### src/rtl/sramPkg.sv
package sramPkg;
  localparam int LANES = 2;
  localparam int LANE_W = 8;
  localparam int DATA_W = LANES * LANE_W;

  typedef struct packed {
    logic [LANES-1:0] laneWrite;
    logic [LANES-1:0] laneDrive;
    logic             standby;
  } ctlStrobes_t;
endpackage

### src/rtl/sramLaneCtl.sv
module sramLaneCtl
  import sramPkg::*;
(
  input  logic        rstN,
  input  logic        cs1N,
  input  logic        cs2,
  input  logic        weN,
  input  logic        oeN,
  input  logic        lbN,
  input  logic        ubN,
  output ctlStrobes_t strobes
);
  logic             selected;
  logic             anyLane;
  logic             writeCyc;
  logic             readCyc;
  logic [LANES-1:0] laneOn;

  always_comb begin
    laneOn   = {~ubN, ~lbN};
    selected = ~cs1N & cs2;
    anyLane  = |laneOn;
    writeCyc = selected & ~weN & anyLane & rstN;
    readCyc  = selected & weN & ~oeN;
    strobes.laneWrite = writeCyc ? laneOn : '0;
    strobes.laneDrive = readCyc ? laneOn : '0;
    strobes.standby   = ~selected | ~anyLane;
  end
endmodule

### src/rtl/sramLaneArray.sv
module sramLaneArray
  import sramPkg::*;
#(
  parameter int DEPTH_LOG2 = 8
) (
  input  logic                  clk,
  input  logic [DEPTH_LOG2-1:0] wordIdx,
  input  logic [DATA_W-1:0]     dataIn,
  input  ctlStrobes_t           strobes,
  output logic [DATA_W-1:0]     dataOut
);
  localparam int DEPTH = 1 << DEPTH_LOG2;

  for (genvar lane = 0; lane < LANES; lane++) begin : gLane
    logic [LANE_W-1:0] store [DEPTH];
    logic [LANE_W-1:0] rdByte;

    always_ff @(posedge clk) begin
      if (strobes.laneWrite[lane])
        store[wordIdx] <= dataIn[lane*LANE_W +: LANE_W];
    end

    assign rdByte = store[wordIdx];
    assign dataOut[lane*LANE_W +: LANE_W] =
      strobes.laneDrive[lane] ? rdByte : '0;
  end
endmodule

### src/rtl/dualSelSram.sv
module dualSelSram
  import sramPkg::*;
#(
  parameter int ADDR_W     = 19,
  parameter int DEPTH_LOG2 = 8
) (
  input  logic              clk,
  input  logic              rstN,
  input  logic [ADDR_W-1:0] addr,
  input  logic              cs1N,
  input  logic              cs2,
  input  logic              weN,
  input  logic              oeN,
  input  logic              lbN,
  input  logic              ubN,
  input  logic [15:0]       dataIn,
  output logic [15:0]       dataOut,
  output logic              laneDriveLo,
  output logic              laneDriveHi,
  output logic              standby
);
  ctlStrobes_t strobes;

  sramLaneCtl ctl (
    .rstN(rstN), .cs1N(cs1N), .cs2(cs2), .weN(weN), .oeN(oeN),
    .lbN(lbN), .ubN(ubN), .strobes(strobes)
  );

  sramLaneArray #(.DEPTH_LOG2(DEPTH_LOG2)) array (
    .clk(clk), .wordIdx(addr[DEPTH_LOG2-1:0]), .dataIn(dataIn),
    .strobes(strobes), .dataOut(dataOut)
  );

  if (ADDR_W > DEPTH_LOG2) begin : gHighAddr
    logic unusedHighAddr;
    assign unusedHighAddr = ^addr[ADDR_W-1:DEPTH_LOG2];
  end

  assign laneDriveLo = strobes.laneDrive[0];
  assign laneDriveHi = strobes.laneDrive[1];
  assign standby     = strobes.standby;
endmodule

### config.mk
export PLATFORM = sky130hd
export DESIGN_NAME = dualSelSram
export DESIGN_NICKNAME = d
export VERILOG_FILES = /design/src/rtl/sramPkg.sv /design/src/rtl/sramLaneCtl.sv /design/src/rtl/sramLaneArray.sv /design/src/rtl/dualSelSram.sv
export SDC_FILE = /design/constraint.sdc
export NUM_CORES = 2
export LEC_CHECK = 0
export BUFFER_PORTS_ARGS = -buffer_cell sky130_fd_sc_hd__buf_2
export CAP_MARGIN = 10
export CORE_MARGIN = 2
export CORE_UTILIZATION = 45
export CTS_CLUSTER_DIAMETER = 120
export CTS_CLUSTER_SIZE = 10
export DETAILED_ROUTE_END_ITERATION = 12
export SLEW_MARGIN = 20
export SYNTH_ARGS = -nofsm -noshare
export SYNTH_HDL_FRONTEND = slang
export SYNTH_SLANG_ARGS = --single-unit
### constraint.sdc
create_clock -name clk -period 4.1 [get_ports clk]
set_clock_uncertainty 0.15 [all_clocks]
set_input_delay 0.41 -clock clk [delete_from_list [all_inputs] [get_ports clk]]
set_output_delay 0.41 -clock clk [all_outputs]
set_load 0.03 [all_outputs]
==> impl_summary.txt <==
----------------------------------------------------
[Outcome]
  Result of the run ... complete, but fails checks
  Violated checks ... setup timing

[Setup path]
  Data required time at the worst endpoint ... between 3000 and 4000 ps
  Kind of end point of the critical path ... primary output
  Worst-path fanout max ... 1
  Critical setup path kind ... flip-flop to primary output
  Kind of start point of the critical path ... flip-flop
  Worst path most repeated cell ... o31ai_4
  Largest stage delay, worst path ... around 490 ps
  Worst-path cell chain ... mux4_2 -> a22oi_2 -> nand4_1 -> o31ai_4 -> o31ai_4 -> a211o_1 -> buf_12 -> buf_8
  CP max-delay cell ... mux4_2
  Arrival time of data at the critical path endpoint ... ~3600 ps

[Timing]
  Setup violators final ... 1
  Setup repair after global routing missed its margin ... true
  TNS Setup ... -44.4 ps
  Min setup slack post-route ... -44.4 ps
  Share of the clock period used by the worst path after layout ... 101%
  Worst slack on hold paths ... between 200 and 250 ps
  Min cycle time layout ... around 4100 ps
  Final hold vios ... 0
  Total count of max-transition violations in the final report ... 0
  Least-Margin Pin Slew ... 1150 ps
  Tightest slew margin relative to the limit ... 23.6%
  Achievable clock frequency ... between 200 and 250 MHz

[Synthesis]
  EDFF count, synth ... 4096
  Top post-synthesis cells by area ... edfxtp_1 77%, mux4_2 7.9%, mux2i_1 5.8%
  Net count after synthesis ... between 8000 and 9000
  Mapped Cells ... 8020
  Number of synthesized register bits ... ~4100
  Synthesized area divided by synthesized cell count ... a little under 20 um2
  Most common flop cell mapped by yosys ... edfxtp_1
  Yosys top cell area share ... slightly below 80%
  Sequential cell area fraction in the yosys report ... 77.5%
  Proportion of register bits with asynchronous set or reset after synthesis ... 0%
  Synthesized cell area ... between 0.15 and 0.2 mm2
  Number of library cell types mapped by synthesis ... 59
  Synth warnings ... 0
  Synth area leader ... edfxtp_1

[GRT]
  Wire length of the first global-routing pass ... about 590000 um
  Total grt overflow ... 0
  Vias in the first global route ... around 83000
  Initial antenna violation count ... 11
  GRT Overall Usage ... approximately 23%
  Maximum number of pins on one net before global-route repair ... 148

[Route]
  Routed Antenna Nets ... 0
  WL/cell ... about 30 um
  Post-Route WL ... around 410000 um
  Via count ... between 80000 and 90000
  Via count normalized by instance count ... approximately 6.0
  Number of remaining DRC errors ... 0
  Length of the first detailed-routing pass in iterations ... 6
  Iter 0 DRT Violations ... slightly above 10000

[Floorplanning]
  Core region area ... between 0.3 and 0.4 mm2
  Number of top-level pins ... 62
  DIE HEIGHT ... ~600 um
  Chip Width ... roughly 600 um
  Full die area ... 0.357 mm2
  Number of placement rows ... approximately 220
  Initial core utilization ... between 40% and 50%

[Final layout]
  Top flop regs ... array.gLane.store (4096)
  Number of nets in the layout ... 9128
  Register containing the most flip-flops in the final layout ... array.gLane.store
  Area delta synth->final ... 16.9%
  Cell area after layout ... roughly 0.19 mm2
  Flip-flop count of the largest register, all copies and words added ... 4096
  Ratio of cells with drive above 1 in the final layout ... around a quarter

[Clock network]
  Clock sink count ... a little over 4000
  Number of levels in the clock H-tree ... 5
  CTS Buffer Depth ... 4
  TritonCTS clock tree ... built
  Clock transition at the registers of the reported paths ... about 60 ps
  Root buffer cell ... clkbuf_16
  Cts bufs inserted ... 447

[Power]
  Pint ... about 0.067 W
  Portion of total power attributed to sequential cells ... 54.4%
  Total power ... between 0.08 and 0.09 W
  Part of the total power dissipated in combinational logic ... 5.1%
  Switching power ... between 0.015 and 0.02 W
  Power density cells ... approximately 460 mW/mm2
  Static Leak ... between 60 and 70 nW
  Share of total power consumed by net switching ... around a fifth
  Share of total power in the clock network ... 40.5%
  Maximum ir drop on the vdd rail ... about 0.00043 V

[Min path]
  Type of the most critical hold path ... input port to flip-flop

[Place]
  HPWL after detailed placement ... ~260000 um
  Gpl congestion ... ~0.84
  Area after detailed placement ... 0.172 mm2
  Post-Place Setup Slack ... -583 ps
  IO buf count ... 50

[Flow run]
  Max capacitance violation total ... 0

----------------------------------------------------
-- worst paths after layout --
kind,start,to,slack [ps],depth (start not counted)
max,array.gLane[0].store[63][4],dataOut[4],-40,8
min,addr[7],array.gLane[0].store[219][0],250,4
-- area by class of cell --
cell class / count / area [um2]
Fill cell: 27262 / 166000
Clock inverter: 22 / 360
Clock buffer: 453 / 11300
Tap cell: 4620 / 5780
Inverter: 4 / 16.3
Multi-Input combinational cell: 3409 / 34500
Timing Repair Buffer: 1127 / 10600
Sequential cell: 4096 / 123000
Antenna cell: 4 / 10.0
-- synth_stat cells, types with 18 or more instances --
| cell type | n |
|---|---|
| a21oi_1 | 26 |
| a22oi_1 | 403 |
| a31oi_1 | 35 |
| buf_1 | 34 |
| buf_2 | 223 |
| buf_4 | 60 |
| clkbuf_1 | 177 |
| edfxtp_1 | 4096 |
| mux2i_1 | 925 |
| mux4_2 | 556 |
| nand2_1 | 72 |
| nand2b_1 | 24 |
| nand3_1 | 169 |
| nand4_1 | 53 |
| nor2_1 | 553 |
| nor2b_1 | 22 |
| nor3_1 | 18 |
| nor4_1 | 61 |
| o211ai_1 | 76 |
| o22ai_1 | 253 |
-- cell usage in the layout, fill, tap and decap left out, types with 11 or more instances in the layout --
cell type | netlist | routed
buf_6 | 16 | 25
o21ai_0 | 17 | 16
nor4_2 | 0 | 22
buf_4 | 60 | 907
mux2i_1 | 925 | 914
a22oi_2 | 0 | 22
nor4_1 | 61 | 31
buf_12 | 0 | 133
mux2i_2 | 0 | 11
buf_8 | 1 | 21
nand4_1 | 53 | 53
o22ai_1 | 253 | 236
clkbuf_16 | 0 | 454
mux4_2 | 556 | 560
nand2b_1 | 24 | 20
buf_2 | 223 | 14
nand3_2 | 0 | 21
o22ai_2 | 0 | 17
o211ai_1 | 76 | 76
edfxtp_1 | 4096 | 4096
nand3_1 | 169 | 147
a22oi_1 | 403 | 381
nand2_1 | 72 | 72
dlygate4sd3_1 | 0 | 16
nor2b_1 | 22 | 18
nor2_1 | 553 | 546
a21oi_1 | 26 | 22
a31oi_1 | 35 | 28
-- logic make-up after synthesis --
family                 Yosys count  share of synthesized area, %
AOI/OAI and AO/OA              896                          3.99
and+or+nand+nor               1010                          2.90
buffers and inverters          515                          1.62
muxes                         1503                          14.0
DFF                           4096                          77.5
-- power by group through the flow --
stage          Combinational, W  Sequential, W  Clock [W]
2_1_floorplan           0.00196         0.0470          0
3_3_place_gp            0.00412         0.0470          0
3_5_place_dp            0.00419         0.0470          0
4_1_cts                 0.00429         0.0461     0.0349
5_1_grt                 0.00457         0.0461     0.0364
6_report                0.00434         0.0461     0.0343
-- repair_timing --
action / CTS / global route
endpoints found under the hold margin: 1253 / 35
endpoints found under the setup margin: 15 / 16
pin swaps: 80 / 47
gates resized for setup: 174 / 89
gates cloned: 2 / 1
setup buffers: 4 / 5
hold buffers: 15 / 1
-- metal layers --
layer	up-vias	part of all wire (%)	GRT usage, %
met5	-	0.0027	0
met4	2	2.8	6.01
met3	606	8.0	3.77
met2	3461	47	35.6
met1	43401	42	32.7
li1	35043	-	-
-- through the flow --
stage	std cells	utilization, %
2_1_floorplan	8020	-
3_3_place_gp	13241	49.0
3_5_place_dp	13241	49.0
4_1_cts	13724	52.6
5_1_grt	13732	52.7
6_report	13735	52.8
-- critical path: cells and delay by family, from the launching register on --
family / cells / cell delay (ps)
AOI/OAI and AO/OA: 4 / 1110
buffers and inverters: 2 / 320
DFF: 1 / 360
muxes: 1 / 490
and+or+nand+nor: 1 / 350
Note: power is estimated with default switching activity, not from simulation.
